### src/rtl/mdio_tgt_pkg.sv
package mdio_tgt_pkg;

   typedef enum logic [1:0] {
      ST_IDLE = 2'd0,
      ST_RD   = 2'd1,
      ST_WR   = 2'd2
   } mdio_st_e;

   localparam logic [1:0] START_CODE = 2'b01;
   localparam logic [1:0] OP_WRITE   = 2'b01;
   localparam logic [1:0] OP_READ    = 2'b10;
   localparam logic [1:0] TA_WRITE   = 2'b10;

endpackage

### src/rtl/mdio_edge_detect.sv
module mdio_edge_detect (
   input  logic clk_i,
   input  logic rst_ni,
   input  logic lvl_i,
   output logic rise_o
);

   logic lvl_q;

   always_ff @(posedge clk_i) begin
      if (!rst_ni) lvl_q <= 1'b0;
      else         lvl_q <= lvl_i;
   end

   assign rise_o = lvl_i & ~lvl_q;

endmodule

### src/rtl/mdio_reg_bank.sv
module mdio_reg_bank #(
   parameter int ADDR_W   = 5,
   parameter int DATA_W   = 16,
   parameter int ID0_IDX  = 2,
   parameter logic [DATA_W-1:0] ID0_VAL = 'h0022,
   parameter int ID1_IDX  = 3,
   parameter logic [DATA_W-1:0] ID1_VAL = 'h161a,
   parameter bit WRITABLE = 1'b0
) (
   input  logic              clk_i,
   input  logic              rst_ni,
   input  logic [ADDR_W-1:0] rd_addr_i,
   output logic [DATA_W-1:0] rd_data_o,
   input  logic              wr_en_i,
   input  logic [ADDR_W-1:0] wr_addr_i,
   input  logic [DATA_W-1:0] wr_data_i
);

   localparam int NUM_REGS = 1 << ADDR_W;

   function automatic logic [DATA_W-1:0] init_word(input logic [ADDR_W-1:0] a);
      if (a == ADDR_W'(ID0_IDX))      return ID0_VAL;
      else if (a == ADDR_W'(ID1_IDX)) return ID1_VAL;
      else                            return '0;
   endfunction

   generate
      if (WRITABLE) begin : g_store
         logic [DATA_W-1:0] mem_q [NUM_REGS];

         always_ff @(posedge clk_i) begin
            if (!rst_ni) begin
               for (int i = 0; i < NUM_REGS; i++) mem_q[i] <= init_word(ADDR_W'(i));
            end else if (wr_en_i) begin
               mem_q[wr_addr_i] <= wr_data_i;
            end
         end

         assign rd_data_o = mem_q[rd_addr_i];
      end else begin : g_fixed
         logic unused_wr;
         assign unused_wr = ^{clk_i, rst_ni, wr_en_i, wr_addr_i, wr_data_i};
         assign rd_data_o = init_word(rd_addr_i);
      end
   endgenerate

endmodule

### src/rtl/mdio_frame_decoder.sv
module mdio_frame_decoder
   import mdio_tgt_pkg::*;
#(
   parameter int ADDR_W = 5,
   parameter int DATA_W = 16
) (
   input  logic              clk_i,
   input  logic              rst_ni,
   input  logic              rise_i,
   input  logic              mdo_i,
   input  logic              moe_i,
   output logic [ADDR_W-1:0] rd_addr_o,
   input  logic [DATA_W-1:0] rd_data_i,
   output logic              wr_en_o,
   output logic [ADDR_W-1:0] wr_addr_o,
   output logic [DATA_W-1:0] wr_data_o,
   output logic              mdi_o
);

   localparam int HDR_W   = 6 + 2 * ADDR_W;
   localparam int SHIFT_W = HDR_W + DATA_W;
   localparam int CNT_W   = $clog2(SHIFT_W + 1) + 1;
   localparam int ST_HI   = HDR_W - 1;
   localparam int OP_HI   = HDR_W - 3;
   localparam int PHY_HI  = 2 * ADDR_W + 1;
   localparam int PHY_LO  = ADDR_W + 2;
   localparam int REG_HI  = ADDR_W + 1;
   localparam int REG_LO  = 2;

   localparam logic signed [CNT_W-1:0] C_LOAD = CNT_W'(SHIFT_W);
   localparam logic signed [CNT_W-1:0] C_HDR  = CNT_W'(DATA_W);
   localparam logic signed [CNT_W-1:0] C_ZERO = '0;
   localparam logic signed [CNT_W-1:0] C_ONE  = CNT_W'(1);
   localparam logic signed [CNT_W-1:0] C_NEG  = '1;

   logic [SHIFT_W-1:0]       sh_q, sh_n;
   logic signed [CNT_W-1:0]  cnt_q, cnt_v, cnt_n;
   mdio_st_e                 st_q, st_n;
   logic [ADDR_W-1:0]        phy_q, phy_n, reg_q, reg_n;
   logic [DATA_W-1:0]        obuf_q, obuf_n;
   logic                     di_q, di_n;
   logic                     wr_en;
   logic                     unused_phy;

   assign unused_phy = ^phy_q;

   always_comb begin
      sh_n   = {sh_q[SHIFT_W-2:0], mdo_i & moe_i};
      cnt_v  = cnt_q;
      st_n   = st_q;
      phy_n  = phy_q;
      reg_n  = reg_q;
      obuf_n = obuf_q;
      di_n   = di_q;
      wr_en  = 1'b0;
      if (rise_i) begin
         if (&sh_n) cnt_v = C_LOAD;
         if (cnt_v == C_HDR) begin
            if (sh_n[ST_HI -: 2] == START_CODE && sh_n[OP_HI -: 2] == OP_WRITE &&
                sh_n[1:0] == TA_WRITE)
               st_n = ST_WR;
            else if (sh_n[ST_HI -: 2] == START_CODE && sh_n[OP_HI -: 2] == OP_READ &&
                     !sh_n[0])
               st_n = ST_RD;
            else
               st_n = ST_IDLE;
            if (st_n != ST_IDLE) begin
               phy_n = sh_n[PHY_HI:PHY_LO];
               reg_n = sh_n[REG_HI:REG_LO];
            end
            if (st_n == ST_RD) obuf_n = rd_data_i;
         end
         if (cnt_v < C_HDR && st_n == ST_RD) begin
            di_n   = obuf_n[DATA_W-1];
            obuf_n = {obuf_n[DATA_W-2:0], 1'b0};
         end
         if (cnt_v == C_ZERO && st_n != ST_IDLE) begin
            wr_en = (st_n == ST_WR);
            st_n  = ST_IDLE;
         end
      end
      cnt_n = (rise_i && cnt_v != C_NEG) ? cnt_v - C_ONE : cnt_v;
   end

   always_ff @(posedge clk_i) begin
      if (!rst_ni) begin
         sh_q   <= '0;
         cnt_q  <= '0;
         st_q   <= ST_IDLE;
         phy_q  <= '0;
         reg_q  <= '0;
         obuf_q <= '0;
         di_q   <= 1'b0;
      end else if (rise_i) begin
         sh_q   <= sh_n;
         cnt_q  <= cnt_n;
         st_q   <= st_n;
         phy_q  <= phy_n;
         reg_q  <= reg_n;
         obuf_q <= obuf_n;
         di_q   <= di_n;
      end
   end

   assign rd_addr_o = sh_n[REG_HI:REG_LO];
   assign wr_en_o   = wr_en;
   assign wr_addr_o = reg_q;
   assign wr_data_o = sh_n[DATA_W-1:0];
   assign mdi_o     = di_q;

   // an edge with the drive enable low shifts in a zero
   p_gated_bit_r1: assert property (@(posedge clk_i) disable iff (!rst_ni)
      (rise_i && !moe_i) |=> (sh_q[0] == 1'b0));

   // a full run of ones reloads the bit counter
   p_sync_load_r2: assert property (@(posedge clk_i) disable iff (!rst_ni)
      (rise_i && (&{sh_q[SHIFT_W-2:0], mdo_i & moe_i})) |=> (cnt_q == C_LOAD - C_ONE));

   // a read is entered only on a management clock edge
   p_read_entry_r3: assert property (@(posedge clk_i) disable iff (!rst_ni)
      $rose(st_q == ST_RD) |-> $past(rise_i));

   // the returned bit holds between management clock edges
   p_di_hold_r6: assert property (@(posedge clk_i) disable iff (!rst_ni)
      !rise_i |=> $stable(mdi_o));

   // state and counter stay frozen without an edge
   p_no_edge_r7: assert property (@(posedge clk_i) disable iff (!rst_ni)
      !rise_i |=> ($stable(st_q) && $stable(cnt_q) && $stable(sh_q)));

endmodule

### src/rtl/mdio_mgmt_target.sv
module mdio_mgmt_target #(
   parameter int ADDR_W   = 5,
   parameter int DATA_W   = 16,
   parameter int ID0_IDX  = 2,
   parameter logic [DATA_W-1:0] ID0_VAL = 'h0022,
   parameter int ID1_IDX  = 3,
   parameter logic [DATA_W-1:0] ID1_VAL = 'h161a,
   parameter bit WRITABLE = 1'b0
) (
   input  logic clk_i,
   input  logic rst_ni,
   input  logic mdc_i,
   input  logic mdio_out_i,
   input  logic mdio_oe_i,
   output logic mdio_in_o
);

   localparam int NUM_REGS = 1 << ADDR_W;

   initial begin
      assert (ADDR_W >= 1 && ADDR_W <= 8)
         else $fatal(1, "ADDR_W out of range");
      assert (DATA_W >= 2)
         else $fatal(1, "DATA_W too small");
      assert (ID0_IDX < NUM_REGS && ID1_IDX < NUM_REGS && ID0_IDX != ID1_IDX)
         else $fatal(1, "identity register indices invalid");
   end

   logic              rise;
   logic [ADDR_W-1:0] rd_addr, wr_addr;
   logic [DATA_W-1:0] rd_data, wr_data;
   logic              wr_en;

   mdio_edge_detect u_edge (
      .clk_i  (clk_i),
      .rst_ni (rst_ni),
      .lvl_i  (mdc_i),
      .rise_o (rise)
   );

   mdio_frame_decoder #(.ADDR_W(ADDR_W), .DATA_W(DATA_W)) u_dec (
      .clk_i     (clk_i),
      .rst_ni    (rst_ni),
      .rise_i    (rise),
      .mdo_i     (mdio_out_i),
      .moe_i     (mdio_oe_i),
      .rd_addr_o (rd_addr),
      .rd_data_i (rd_data),
      .wr_en_o   (wr_en),
      .wr_addr_o (wr_addr),
      .wr_data_o (wr_data),
      .mdi_o     (mdio_in_o)
   );

   mdio_reg_bank #(
      .ADDR_W(ADDR_W), .DATA_W(DATA_W),
      .ID0_IDX(ID0_IDX), .ID0_VAL(ID0_VAL),
      .ID1_IDX(ID1_IDX), .ID1_VAL(ID1_VAL),
      .WRITABLE(WRITABLE)
   ) u_bank (
      .clk_i     (clk_i),
      .rst_ni    (rst_ni),
      .rd_addr_i (rd_addr),
      .rd_data_o (rd_data),
      .wr_en_i   (wr_en),
      .wr_addr_i (wr_addr),
      .wr_data_i (wr_data)
   );

   // reset leaves the returned bit low
   p_reset_low_r11: assert property (@(posedge clk_i)
      !rst_ni |=> (mdio_in_o == 1'b0));

endmodule

### config.mk
export PLATFORM = sky130hd
export DESIGN_NAME = mdio_mgmt_target
export DESIGN_NICKNAME = d
export VERILOG_FILES = /design/src/rtl/mdio_tgt_pkg.sv /design/src/rtl/mdio_edge_detect.sv /design/src/rtl/mdio_reg_bank.sv /design/src/rtl/mdio_frame_decoder.sv /design/src/rtl/mdio_mgmt_target.sv
export SDC_FILE = /design/constraint.sdc
export NUM_CORES = 1
export LEC_CHECK = 0
export ABC_CLOCK_PERIOD_IN_PS = 5100
export BUFFER_PORTS_ARGS = -buffer_cell sky130_fd_sc_hd__clkbuf_2
export CORE_ASPECT_RATIO = 1.75
export CORE_UTILIZATION = 50
export CTS_CLUSTER_SIZE = 16
export DETAILED_ROUTE_END_ITERATION = 6
export HOLD_SLACK_MARGIN = 0.06
export PLACE_DENSITY = 0.7
export SLEW_MARGIN = 20
export SYNTH_ARGS = -nofsm -noshare
export SYNTH_HDL_FRONTEND = slang
export SYNTH_SLANG_ARGS = --single-unit
### constraint.sdc
create_clock -name clk_i -period 5.1 [get_ports clk_i]
set_input_delay 0.51 -clock clk_i [delete_from_list [all_inputs] [get_ports clk_i]]
set_output_delay 0.51 -clock clk_i [all_outputs]
set_load 0.01 [all_outputs]
==> results of run 1 <==
-- worst paths after layout --
path | endpoint | startpoint | cells after the start
setup / recovery | u_dec.cnt_q[2] | u_dec.sh_q[1] | 12
setup reg to reg | u_dec.cnt_q[2] | u_dec.sh_q[1] | 12
hold reg to reg | u_dec.obuf_q[4] | u_dec.obuf_q[4] | 1
hold / removal | u_edge.lvl_q | mdc_i | 2
-- area by class of cell --
type / instances / area [um2] / share of cell area (%)
Sequential cell: 58 / 1160 / 41.0
Clock buffer: 9 / 124 / 4.37
Timing Repair Buffer: 8 / 47.5 / 1.68
Multi-Input combinational cell: 230 / 1320 / 46.6
Tap cell: 54 / 67.6 / 2.38
Inverter: 3 / 11.3 / 0.397
Clock inverter: 7 / 101 / 3.58
-- cells by family after synthesis --
family,after synthesis
simple gates,134
flops,58
buf+inv,28
compound gates,90
fa+ha+maj,2
mux,4
-- cells in the mapped netlist, drive strengths merged, types with 2 or more instances --
cell type / n
mux2i: 4
a21oi: 37
nor3: 6
and4: 3
o211a: 2
o21a: 3
a21o: 4
nor4: 2
and2: 3
o21ai: 10
nand3b: 2
a31oi: 12
nand3: 9
nor4b: 2
nand4: 13
inv: 3
buf: 7
ha: 2
clkbuf: 18
or3: 2
nor2: 5
dfxtp: 58
nand2: 79
a211oi: 3
o211ai: 2
o2bb2ai: 9
-- registers in the layout, summed over array words and instances (netlist names) --
register,count
u_dec.obuf_q,16
u_dec.sh_q,31
u_dec.mdi_o,1
u_dec.st_q,2
u_edge.lvl_q,1
u_dec.cnt_q,7
-- per-layer routing --
metal  track usage (%)  wire length, um
met2              39.4             2800
met1              26.9             2520
met3              6.79              156
met5                 0                0
met4              9.57              108
-- power by group through the flow --
stage / Combinational (mW) / Sequential, mW / Clock, mW
after floorplan: 0.0627 / 0.480 / 0
after global placement: 0.0728 / 0.484 / 0
after detailed placement: 0.0734 / 0.485 / 0
after CTS: 0.0738 / 0.475 / 0.486
after global routing: 0.0828 / 0.477 / 0.513
final: 0.0738 / 0.475 / 0.482
-- metrics by stage --
stage / cells / util [%] / setup slack, ps / hold WS, ps
after detailed placement: 353 / 52.3 / 2330 / 445
after CTS: 369 / 56.8 / 2380 / 395
after global routing: 369 / 56.9 / 2220 / 406
after global placement: 353 / 52.3 / 2440 / 445
after floorplan: 316 / - / 2730 / 426
final: 369 / 56.9 / 2550 / 393
-- worst max-delay path, stage by stage, from the launching register on --
cell and delay, ps:
dfxtp_1 410, nand4_1 130, nor4_2 310, nand3_1 110
buf_4 250, o21ai_0 260, inv_1 80, ha_1 190
and4_1 190, nand3_1 140, nand3_1 90, mux2i_1 150
a211oi_1 80
==> impl_metrics.env, run 1 <==
export IMPL_hold_path_class="primary input to register"
export IMPL_nNetsFinal=317
export IMPL_period_share_pct=50.0
export IMPL_dpl_cell_area_um2=2600
export IMPL_gr_usage_all_layers_pct=23.2
export IMPL_cts_buffers=9
export IMPL_grt_pass1_vias=2148
export IMPL_setup_tns_ps=0
export IMPL_cts_sinks=58
export IMPL_grt_pass1_wl_um=10000
export IMPL_design_portCount=6
export IMPL_crit_path_start_kind="register"
export IMPL_fmax_mhz=392
export IMPL_wl_per_cell_um=15.1
export IMPL_layout_commonest_cell="nand2_1"
export IMPL_dominantRegCellSynth="dfxtp_1"
export IMPL_seq_power_share_pct=46.1
export IMPL_die_area_um2=5470
export IMPL_p_total_mw=1.03
export IMPL_netlist_area_um2=2580
export IMPL_peakVddDrop_mv=0.343
export IMPL_critical_path_arrival_ps=2740
export IMPL_start_util_pct=51.9
export IMPL_muxShareOfSynthArea_pct=1.55
export IMPL_ys_warnings_count=0
export IMPL_io_buffers=5
export IMPL_num_rows=34
export IMPL_p_clk_share_pct=46.8
export IMPL_final_area_um2=2830
export IMPL_dr_total_vias=2208
export IMPL_antenna_found_initial=0
export IMPL_htreeDepth=3
export IMPL_p_sw_share_pct=25.9
export IMPL_ctsHoldBuffers=0
export IMPL_power_frac_comb_pct=7.2
export IMPL_critical_path_class="register to register"
export IMPL_core_um2=4980
export IMPL_maxCapViolations=0
export IMPL_clk_latency_ps=360
export IMPL_clock_root_buffer="clkbuf_8"
export IMPL_power_density_nw_per_um2=364
export IMPL_fill_cells=476
export IMPL_via_per_inst=5.98
export IMPL_place_hpwl_um=3600
export IMPL_grt_setup_unrepaired="no"
export IMPL_ys_ff_latch=58
export IMPL_drv_slew=0
export IMPL_synth_top_family_by_area="simple AND/OR/NAND/NOR gates"
export IMPL_synth_simple_area_share_pct=25.6
export IMPL_synth_area_leader_cell="dfxtp_1"
export IMPL_syn_nets=323
export IMPL_postSynthAreaPerCell_um2=8.18
export IMPL_synth_cell_type_count=48
export IMPL_synth_compound_area_share_pct=22.4
export IMPL_yosys_area_share_adder_pct=0.969
export IMPL_setup_viol=0
export IMPL_syn2layout_area_growth_pct=9.69
export IMPL_tightest_slew_ps=1010
export IMPL_hold_viol_final=0
export IMPL_drive_above_1_share_pct=10.2
export IMPL_path_max_fanout=29
export IMPL_cts_resized_gates=0
export IMPL_synth_edff_count=0
export IMPL_max_slew_margin_pct=32.5
export IMPL_p_int_mw=0.764
export IMPL_end_kind="register"
export IMPL_r2r_slack_ps=2550
export IMPL_clk_pin_slew_ps=70
export IMPL_final_antenna_net_count=0
export IMPL_syn_inst=316
export IMPL_p_sw_mw=0.267
export IMPL_dieHeight_um=97.1
export IMPL_place_gp_congestion=0.810
export IMPL_cts_setup_buffers=0
export IMPL_synth_xor_area_share_pct=0
export IMPL_drtPass1Iterations=5
export IMPL_leakage_nw=0.921
export IMPL_crit_required_ps=5290
export IMPL_yosysSeqAreaShare_pct=44.9
export IMPL_outcome="finished clean"
export IMPL_synth_top_area_share_pct=44.9
export IMPL_layout_common_cells="nand2_1, dfxtp_1, a21oi_1"
export IMPL_period_needed_ps=2550
export IMPL_totalWireLength_um=5580
export IMPL_cts_tree="yes"
export IMPL_synthArstFlopShare_pct=0
export IMPL_synthTopCellsByArea="dfxtp_1, nand2_1, a21oi_1, nand4_1, o2bb2ai_1"
export IMPL_die_x_um=56.3
export IMPL_grt_max_degree=48
export IMPL_overflow=0
export IMPL_n_antenna_cell=0
export IMPL_finClkSkew_ps=8.49
export IMPL_cts_buffer_depth=2
export IMPL_drc=0
export IMPL_drt_iter0_markers=66
Note: power is estimated with default switching activity, not from simulation.
==> run 2: changes to the inputs <==
Settings changed: ABC_CLOCK_PERIOD_IN_PS 5100 to 2500.
Clock period 5.1 ns to 2.5 ns, I/O delays scaled along.
==> impl_metrics.env, run 2 (same netlist as run 1, synthesis figures left out) <==
export IMPL_num_rows=34
export IMPL_io_buffers=5
export IMPL_start_util_pct=51.9
export IMPL_place_hpwl_um=3800
export IMPL_critical_path_arrival_ps=2460
export IMPL_crit_required_ps=2690
export IMPL_ctsHoldBuffers=0
export IMPL_clk_latency_ps=330
export IMPL_maxCapViolations=0
export IMPL_peakVddDrop_mv=0.573
export IMPL_place_gp_congestion=0.790
export IMPL_cts_buffers=9
export IMPL_antenna_found_initial=0
export IMPL_fill_cells=455
export IMPL_cts_sinks=58
export IMPL_htreeDepth=3
export IMPL_gr_usage_all_layers_pct=22.8
export IMPL_nNetsFinal=325
export IMPL_grt_pass1_wl_um=9720
export IMPL_regMostFlops="u_dec.sh_q"
export IMPL_overflow=0
export IMPL_drv_slew=0
export IMPL_dieHeight_um=97.1
export IMPL_clk_pin_slew_ps=60
export IMPL_drc=0
export IMPL_setup_tns_ps=0
export IMPL_final_area_um2=2880
export IMPL_largest_reg_flops=31
export IMPL_path_cells="nand4_1 > nor4_4 > nand3_2 > o21ai_1 > inv_1 > ha_1 > and4_1 > nand3_1 > nand3_1 > mux2i_1 > a211oi_1"
export IMPL_end_kind="register"
export IMPL_grt_setup_unrepaired="no"
export IMPL_via_per_inst=6.04
export IMPL_critical_path_class="register to register"
export IMPL_outcome="finished clean"
export IMPL_worst_hold_slack_ps=178
export IMPL_hold_viol_final=0
export IMPL_tightest_slew_ps=715
export IMPL_drt_iter0_markers=92
export IMPL_design_portCount=6
export IMPL_multi_input_area_um2=1330
export IMPL_path_max_fanout=4
export IMPL_die_area_um2=5470
export IMPL_crit_path_start_kind="register"
export IMPL_period_share_pct=90.8
export IMPL_dpl_cell_count=361
export IMPL_setup_viol=0
export IMPL_finClkSkew_ps=10.2
export IMPL_max_slew_margin_pct=51.6
export IMPL_hold_path_class="primary input to register"
export IMPL_cts_setup_buffers=0
export IMPL_finalNonFillerCells=376
export IMPL_dr_total_vias=2272
export IMPL_totalWireLength_um=5670
export IMPL_core_um2=4980
export IMPL_fmax_mhz=441
export IMPL_dpl_cell_area_um2=2660
export IMPL_wl_per_cell_um=15.1
export IMPL_cts_buffer_depth=2
export IMPL_layout_common_cells="nand2_1, dfxtp_1, a21oi_1"
export IMPL_seq_area_um2=1160
export IMPL_grt_pass1_vias=2113
export IMPL_die_x_um=56.3
export IMPL_layout_commonest_cell="nand2_1"
export IMPL_final_antenna_net_count=0
export IMPL_cts_resized_gates=0
export IMPL_leakage_nw=0.972
export IMPL_grt_max_degree=33
export IMPL_crit_slowest_cell="dfxtp_1"
export IMPL_clock_root_buffer="clkbuf_8"
export IMPL_p_total_mw=2.03
export IMPL_drive_above_1_share_pct=11.5
export IMPL_cts_tree="yes"
export IMPL_slowest_delay_ps=370
export IMPL_largestRegisters="u_dec.sh_q (31), u_dec.obuf_q (16), u_dec.cnt_q (7)"
export IMPL_power_density_nw_per_um2=705
export IMPL_syn2layout_area_growth_pct=11.3
export IMPL_drtPass1Iterations=4
export IMPL_period_needed_ps=2270
export IMPL_n_antenna_cell=0
export IMPL_cpMostUsedCell="nand3_1"
[run 2: worst max-delay path: cells and delay by family (launching register included)]
family	cells	cell delay (ps)
AOI/OAI and AO/OA	2	280
and+or+nand+nor	6	1060
adders and majority gates	1	190
DFF	1	370
buffers and inverters	1	60
muxes	1	160
[run 2: metrics by stage]
stage                     utilization, %  worst slack [ps]
after floorplan                        -               131
after global placement              53.5               235
after detailed placement            53.5               137
after CTS                           57.5               122
after global routing                57.8              3.94
final                               57.8               230
[run 2: cell type report]
cell class / instances / share of cell area (%)
Multi-Input combinational cell: 230 / 46.2
Sequential cell: 58 / 40.4
Clock buffer: 12 / 4.70
Timing Repair Buffer: 16 / 3.74
Tap cell: 54 / 2.35
Clock inverter: 3 / 2.26
Inverter: 3 / 0.392
[run 2: per-layer routing]
| layer | wire length [um] | GRT usage, % | vias to the layer above |
|---|---|---|---|
| met5 | 0 | 0 | - |
| met4 | 150 | 11.3 | 0 |
| met3 | 152 | 6.13 | 14 |
| met2 | 2940 | 37.2 | 40 |
| met1 | 2420 | 27.0 | 1081 |
| li1 | - | - | 1137 |
[run 2: path summary, 6_finish.rpt]
kind / slack [ps] / to / start / cells past startpoint
setup / recovery: 230 / u_dec.cnt_q[2] / u_dec.sh_q[26] / 11
hold / removal: 180 / u_edge.lvl_q / mdc_i / 2
setup reg to reg: 230 / u_dec.cnt_q[2] / u_dec.sh_q[26] / 11
hold reg to reg: 470 / u_dec.obuf_q[4] / u_dec.obuf_q[4] / 1
[run 2: report_power, final]
group          internal (mW)  switching [mW]  total [mW]
clock network          0.555           0.344       0.899
logic                 0.0559          0.0998       0.156
registers              0.941          0.0306       0.972
total                   1.55           0.475        2.03
